File: config.mk
export PLATFORM = sky130hd
export DESIGN_NAME = cslow_acc
export DESIGN_NICKNAME = d
export VERILOG_FILES = /design/src/rtl/cslow_acc_pkg.sv /design/src/rtl/cslow_slot_ctr.sv /design/src/rtl/cslow_lo_stage.sv /design/src/rtl/cslow_hi_stage.sv /design/src/rtl/cslow_ring_delay.sv /design/src/rtl/cslow_acc.sv
export SDC_FILE = /design/constraint.sdc
export NUM_CORES = 1
export LEC_CHECK = 0
export CAP_MARGIN = 0
export CORE_ASPECT_RATIO = 0.5
export CORE_UTILIZATION = 54
export DETAILED_ROUTE_END_ITERATION = 16
export HOLD_SLACK_MARGIN = 0.05
export PLACE_DENSITY = 0.83
export SYNTH_ARGS = -nofsm -noshare
export SYNTH_HDL_FRONTEND = slang
export SYNTH_HIERARCHICAL = 1
export SYNTH_SLANG_ARGS = --single-unit
File: constraint.sdc
create_clock -name clk -period 2.5 [get_ports clk]
set_input_delay 0.5 -clock clk [delete_from_list [all_inputs] [get_ports clk]]
set_output_delay 0.5 -clock clk [all_outputs]
set_load 0.05 [all_outputs]
File: src/rtl/cslow_acc_pkg.sv
package cslow_acc_pkg;

    // Width of a stream number for C streams (at least one bit).
    function automatic int unsigned slot_bits(input int unsigned n);
        return (n <= 2) ? 1 : $clog2(n);
    endfunction

    // Width of the low half of the split adder.
    function automatic int unsigned low_bits(input int unsigned w);
        return w / 2;
    endfunction

    // Slot number reached k clocks after slot cur, for n streams.
    function automatic int unsigned slot_ahead(input int unsigned cur,
                                               input int unsigned k,
                                               input int unsigned n);
        return (cur + k) % n;
    endfunction

    // Source of the old sum fed into the adder.
    typedef enum logic [0:0] {
        SRC_STATE = 1'b0,
        SRC_ZERO  = 1'b1
    } base_sel_e;

endpackage

File: src/rtl/cslow_slot_ctr.sv
module cslow_slot_ctr
    import cslow_acc_pkg::*;
#(
    parameter int unsigned C  = 4,
    parameter int unsigned TW = 2
) (
    input  logic          clk,
    input  logic          rst,
    output logic [TW-1:0] slot
);

    localparam logic [TW-1:0] LAST = TW'(C - 1);

    logic [TW-1:0] slot_nxt;

    // Reset is an explicit mux in front of the register.
    always_comb begin
        if (rst)
            slot_nxt = '0;
        else if (slot == LAST)
            slot_nxt = '0;
        else
            slot_nxt = slot + 1'b1;
    end

    always_ff @(posedge clk)
        slot <= slot_nxt;

    // the count wraps after the last stream
    a_r2_slot_wraps: assert property (@(posedge clk) disable iff (rst)
        (slot == LAST) |=> (slot == '0));

    // otherwise the count steps by one
    a_r2_slot_steps: assert property (@(posedge clk) disable iff (rst)
        (slot != LAST) |=> (slot == $past(slot) + 1'b1));

    // the count never leaves the range of stream numbers
    a_r2_slot_range: assert property (@(posedge clk) disable iff (rst)
        1'b1 |=> (slot <= LAST));

endmodule

File: src/rtl/cslow_lo_stage.sv
module cslow_lo_stage
    import cslow_acc_pkg::*;
#(
    parameter int unsigned DW = 16,
    parameter int unsigned TW = 2,
    parameter int unsigned LO = 8,
    parameter int unsigned HI = 8
) (
    input  logic          clk,
    input  logic          rst,
    input  logic          in_vld,
    input  logic          in_clr,
    input  logic [TW-1:0] in_tag,
    input  logic [DW-1:0] in_dat,
    input  logic [DW-1:0] fb,
    output logic          a_vld,
    output logic [TW-1:0] a_tag,
    output logic [LO-1:0] a_lo,
    output logic          a_cy,
    output logic [HI-1:0] a_base_hi,
    output logic [HI-1:0] a_dat_hi
);

    typedef struct packed {
        logic          vld;
        logic [TW-1:0] tag;
        logic [LO-1:0] lo;
        logic          cy;
        logic [HI-1:0] base_hi;
        logic [HI-1:0] dat_hi;
    } stage_a_t;

    stage_a_t  q, d;
    base_sel_e sel;
    logic [DW-1:0] base, dat;
    logic [LO:0]   lo_full;

    always_comb begin
        // The clear selects zero in place of the circulating sum.
        sel  = in_clr ? SRC_ZERO : SRC_STATE;
        base = (sel == SRC_ZERO) ? '0 : fb;
        // The valid gate is logic, not a register enable.
        dat  = in_vld ? in_dat : '0;
        lo_full = {1'b0, base[LO-1:0]} + {1'b0, dat[LO-1:0]};
        if (rst) begin
            d = '0;
        end else begin
            d.vld     = in_vld;
            d.tag     = in_tag;
            d.lo      = lo_full[LO-1:0];
            d.cy      = lo_full[LO];
            d.base_hi = base[DW-1:LO];
            d.dat_hi  = dat[DW-1:LO];
        end
    end

    always_ff @(posedge clk)
        q <= d;

    assign a_vld     = q.vld;
    assign a_tag     = q.tag;
    assign a_lo      = q.lo;
    assign a_cy      = q.cy;
    assign a_base_hi = q.base_hi;
    assign a_dat_hi  = q.dat_hi;

    // an idle beat adds nothing to the high half
    a_r5_idle_high_zero: assert property (@(posedge clk) disable iff (rst)
        !in_vld |=> (a_dat_hi == '0));

    // a clear removes the old high half from the sum
    a_r6_clear_high_zero: assert property (@(posedge clk) disable iff (rst)
        in_clr |=> (a_base_hi == '0));

endmodule

File: src/rtl/cslow_hi_stage.sv
module cslow_hi_stage #(
    parameter int unsigned TW = 2,
    parameter int unsigned LO = 8,
    parameter int unsigned HI = 8
) (
    input  logic             clk,
    input  logic             rst,
    input  logic             a_vld,
    input  logic [TW-1:0]    a_tag,
    input  logic [LO-1:0]    a_lo,
    input  logic             a_cy,
    input  logic [HI-1:0]    a_base_hi,
    input  logic [HI-1:0]    a_dat_hi,
    output logic             b_vld,
    output logic [TW-1:0]    b_tag,
    output logic [LO+HI-1:0] b_sum
);

    typedef struct packed {
        logic             vld;
        logic [TW-1:0]    tag;
        logic [LO+HI-1:0] sum;
    } stage_b_t;

    stage_b_t q, d;
    logic [HI-1:0] hi_sum;

    always_comb begin
        hi_sum = a_base_hi + a_dat_hi + HI'(a_cy);
        if (rst) begin
            d = '0;
        end else begin
            d.vld = a_vld;
            d.tag = a_tag;
            d.sum = {hi_sum, a_lo};
        end
    end

    always_ff @(posedge clk)
        q <= d;

    assign b_vld = q.vld;
    assign b_tag = q.tag;
    assign b_sum = q.sum;

    // the low half passes through the second stage unchanged
    a_r8_low_half_kept: assert property (@(posedge clk) disable iff (rst)
        1'b1 |=> (b_sum[LO-1:0] == $past(a_lo)));

endmodule

File: src/rtl/cslow_ring_delay.sv
module cslow_ring_delay #(
    parameter int unsigned DW    = 16,
    parameter int unsigned DEPTH = 2
) (
    input  logic          clk,
    input  logic          rst,
    input  logic [DW-1:0] d,
    output logic [DW-1:0] q
);

    if (DEPTH == 0) begin : g_pass
        assign q = d;
    end else begin : g_chain
        logic [DW-1:0] r [DEPTH];
        // Each register carries its own explicit reset mux.
        always_ff @(posedge clk)
            r[0] <= rst ? '0 : d;
        for (genvar i = 1; i < DEPTH; i++) begin : g_tap
            always_ff @(posedge clk)
                r[i] <= rst ? '0 : r[i-1];
        end
        assign q = r[DEPTH-1];
    end

endmodule

File: src/rtl/cslow_acc.sv
module cslow_acc
    import cslow_acc_pkg::*;
#(
    parameter  int unsigned DW = 16,
    parameter  int unsigned C  = 4,
    localparam int unsigned TW = slot_bits(C)
) (
    input  logic          clk,
    input  logic          rst,
    input  logic          in_valid,
    input  logic          in_clear,
    input  logic [DW-1:0] in_data,
    output logic [TW-1:0] cur_slot,
    output logic          out_valid,
    output logic [TW-1:0] out_tag,
    output logic [DW-1:0] out_data
);

    localparam int unsigned LO   = low_bits(DW);
    localparam int unsigned HI   = DW - LO;
    // Two ring positions sit inside the split adder, the rest in the delay.
    localparam int unsigned PAD  = C - 2;

    logic          a_vld, a_cy;
    logic [TW-1:0] a_tag;
    logic [LO-1:0] a_lo;
    logic [HI-1:0] a_base_hi, a_dat_hi;
    logic          b_vld;
    logic [TW-1:0] b_tag;
    logic [DW-1:0] b_sum;
    logic [DW-1:0] fb;

    cslow_slot_ctr #(.C(C), .TW(TW)) u_slot (
        .clk  (clk),
        .rst  (rst),
        .slot (cur_slot)
    );

    cslow_lo_stage #(.DW(DW), .TW(TW), .LO(LO), .HI(HI)) u_lo (
        .clk       (clk),
        .rst       (rst),
        .in_vld    (in_valid),
        .in_clr    (in_clear),
        .in_tag    (cur_slot),
        .in_dat    (in_data),
        .fb        (fb),
        .a_vld     (a_vld),
        .a_tag     (a_tag),
        .a_lo      (a_lo),
        .a_cy      (a_cy),
        .a_base_hi (a_base_hi),
        .a_dat_hi  (a_dat_hi)
    );

    cslow_hi_stage #(.TW(TW), .LO(LO), .HI(HI)) u_hi (
        .clk       (clk),
        .rst       (rst),
        .a_vld     (a_vld),
        .a_tag     (a_tag),
        .a_lo      (a_lo),
        .a_cy      (a_cy),
        .a_base_hi (a_base_hi),
        .a_dat_hi  (a_dat_hi),
        .b_vld     (b_vld),
        .b_tag     (b_tag),
        .b_sum     (b_sum)
    );

    cslow_ring_delay #(.DW(DW), .DEPTH(PAD)) u_ring (
        .clk (clk),
        .rst (rst),
        .d   (b_sum),
        .q   (fb)
    );

    assign out_valid = b_vld;
    assign out_tag   = b_tag;
    assign out_data  = b_sum;

    // a result appears exactly two clocks after an accepted beat
    a_r3_valid_lag: assert property (@(posedge clk) disable iff (rst)
        (!$past(rst) && !$past(rst, 2)) |-> (out_valid == $past(in_valid, 2)));

    // the tag names the stream that was in the slot two clocks earlier
    a_r3_tag_matches_slot: assert property (@(posedge clk) disable iff (rst)
        out_valid |-> (slot_ahead(int'(out_tag), 2, C) == int'(cur_slot)));

    // a valid clear restarts the sum at the beat's data
    a_r6_clear_restart: assert property (@(posedge clk) disable iff (rst)
        (!$past(rst) && !$past(rst, 2) && $past(in_valid && in_clear, 2))
        |-> (out_valid && out_data == $past(in_data, 2)));

endmodule

==> metrics.txt, run 1 <==
status complete, no violations; slew margin rel. roughly 60%; sequential fraction of the synthesis area 52.6%; skew final approximately 0.006 ns; Synth area leader dfxtp_1; Resized cells post-CTS 0; antenna cells 0; Worst Setup Start Kind primary input; Seq pwr share 48.6%; worst path required time 2.72 ns; cell-internal power 2.15 mW; post-DP HPWL 3930 µm; area occupied by multi-input gates between 1000 and 1500 µm²; Clk pwr share 43.2%; crit end category flop; P_sw 0.616 mW; switch share 22.2%; post-layout instance area 3800 µm²; vias in the first global route 2169; worst slew pin tran 0.603 ns; initial antenna violation count 0; CTS tree yes; share of cells above drive strength 1 12.2%; Clock Tree Buf Depth 2; die width 109 µm; synthesis-to-finish area growth 23.2%; Post-Synthesis Cells 287; routability cong. 0.868; later-pin clock latency in the skew report 0.33 ns; PortBufs 40; DRC viols 0; Post-CTS Setup Bufs 0; wire per inst about 16 µm; DR vias/cell 5.12; Pleak ~1.6 nW; VDD IR max 0.405 mV; total placed instance area 3520 µm²; initial drt markers between 70 and 80; Final setup viols 0; Area contributors post-synth dfxtp_1 (53%), nor2b_1 (12%), ha_1 (6.1%); Max Clk Rate 420 MHz; GRT Overall Usage 22.9%; Final Max Slew Viols 0; Synth Net Count 325; floorplan core area 5490 µm²; Worst Hold Class reg -> reg; Crit Path Max Fanout 3; combinational power share 8.2%; storage element area 1620 µm²; hold_buf cts 0; Worst EP arrival 2.60 ns; CTS H-tree depth 3; max-cap violations 0; period utilization a little over nine tenths; Layout Nets 368; Hold WS 0.427 ns; Synth Register Bits 81; Initial DRT Pass Iterations 5; Initial Utilization around 56%; I/O Pins 41; Post-Syn Area 3080 µm²; die height 55.4 µm; Via Count 2087; pwr dens approximately 730 nW/µm²; WL final between 6000 and 7000 µm; post-synthesis area per instance 10.7 µm²; WS Path Type in -> reg; commonest non-fill, non-tap cell in the layout dfxtp_1; clock sink count 81; DIE AREA 6030 µm²; top-area cell type share of the netlist area between 50% and 60%; root buf cell clkbuf_16; number of CTS-inserted buffers 9; Distinct cells, synth 40; Final Critical Period 2.38 ns; Post-Route Utilization 69.1%; DRT antenna net count 0; Filler Cell Count 376; Synth Warn # 6; Final Hold Violating Endpoints 0; Core Rows 19; largest net degree at the start of global routing 34; first-pass GRT wire length ~10000 µm; commonest cells after routing, fill and taps aside dfxtp_1 (81), nor2b_1 (60), clkdlybuf4s50_1 (39); RSZ-0062 raised after global routing false; Clk pin slew, worst setup/hold paths 0.06 ns; grt total ovfl 0
## critical path, stage by stage
cell and delay [ns]:
clkdlybuf4s50_1 0.45, and2_1 0.18, ha_1 0.22, fa_1 0.43, a211oi_2 0.34, o21a_1 0.17, nor2_1 0.07, o31a_1 0.24
## stage by stage
| stage | instances | setup TNS, ns | total power, mW | setup slack [ns] |
|---|---|---|---|---|
| CTS | 408 | 0 | 2.79 | 0.133 |
| global placement | 392 | -0.0361 | 1.59 | -0.0361 |
| finish | 408 | 0 | 2.77 | 0.117 |
| detailed placement | 392 | -0.186 | 1.59 | -0.112 |
| global route | 408 | 0 | 2.86 | 0.0276 |
| floorplan | 287 | 0 | 1.50 | 0.418 |
## synth_stat cells
| master | n |
|---|---|
| a21o_1 | 3 |
| xnor2_1 | 2 |
| ha_1 | 15 |
| dfxtp_1 | 81 |
| o211ai_2 | 1 |
| clkbuf_1 | 3 |
| and2_1 | 24 |
| buf_4 | 19 |
| a31oi_1 | 1 |
| or3_1 | 1 |
| o21ai_0 | 6 |
| inv_1 | 4 |
| nand3_1 | 1 |
| a21o_2 | 1 |
| o22ai_2 | 1 |
| o211a_1 | 1 |
| o21ai_1 | 4 |
| nor3b_2 | 1 |
| a21oi_1 | 3 |
| nand2_1 | 1 |
| o31a_1 | 2 |
| a211oi_2 | 3 |
| o311ai_1 | 1 |
| a211o_1 | 1 |
| or4_1 | 1 |
| nor3_1 | 7 |
| nor3_2 | 1 |
| nand2b_1 | 2 |
| nand4b_1 | 1 |
| nor4b_1 | 1 |
| nor3b_1 | 3 |
| or3b_2 | 1 |
| a211oi_1 | 4 |
| buf_2 | 1 |
| o21bai_2 | 1 |
| mux2_4 | 1 |
| fa_1 | 3 |
| nor2_1 | 17 |
| o21a_1 | 3 |
| nor2b_1 | 60 |
## logic make-up after synthesis
family | share of synthesized area, %
compound gates | 8.90
simple gates | 23.7
mux | 0.487
fa+ha+maj | 8.04
buf+inv | 5.65
flops | 52.6
xor+xnor | 0.569
## final timing paths
path                                                    startpoint                      endpoint  slack (ns)  cells after the start
worst min register to register  u_ring/g_chain.r[0][29]$_SDFF_PP0_  u_lo/a_base_hi[5]$_SDFF_PP0_        0.43                      1
worst min-delay path            u_ring/g_chain.r[0][29]$_SDFF_PP0_  u_lo/a_base_hi[5]$_SDFF_PP0_        0.43                      1
worst max register to register  u_ring/g_chain.r[0][16]$_SDFF_PP0_          u_lo/a_cy$_SDFF_PP0_        0.43                      7
worst max-delay path                                      in_valid          u_lo/a_cy$_SDFF_PP0_        0.12                      8
## power groups by stage
stage / sequential, mW / combinational [mW] / clock, mW
after floorplan: 1.42 / 0.0852 / 0
after global placement: 1.37 / 0.217 / 0
after detailed placement: 1.37 / 0.222 / 0
after CTS: 1.34 / 0.228 / 1.21
after global routing: 1.35 / 0.242 / 1.27
final: 1.34 / 0.228 / 1.20
## sequential cells by signal, indices dropped and copies added, names as in the netlist, 2 cells and up
register / flops
u_lo/a_lo: 8
u_lo/a_dat_hi: 8
u_slot/slot: 2
u_hi/b_tag: 2
u_ring/g_chain.r: 32
u_lo/a_tag: 2
u_lo/a_base_hi: 8
u_hi/b_sum: 16
## area by class of cell
cell class | instances | share of cell area (%)
clock buffer | 13 | 6.86
inverter | 4 | 0.396
multi-input combinational | 179 | 33.8
tap | 73 | 2.41
clock inverter | 3 | 0.396
sequential | 81 | 42.7
timing repair buffer | 55 | 13.4
## metal layers
layer / GRT usage [%] / wire (µm) / share of wire, %
met1: 26.0 / 2750 / 43
met2: 39.3 / 3230 / 50
met3: 7.79 / 300 / 4.7
met4: 9.46 / 162 / 2.5
met5: 0 / 0 / 0
Power figures use the tool's default switching activity.
==> run 2, diff against run 1 <==
TNS_END_PERCENT = 100   (was default)
==> results of run 2 <==
Final layout, timing and power as in run 1 (identical DEF).
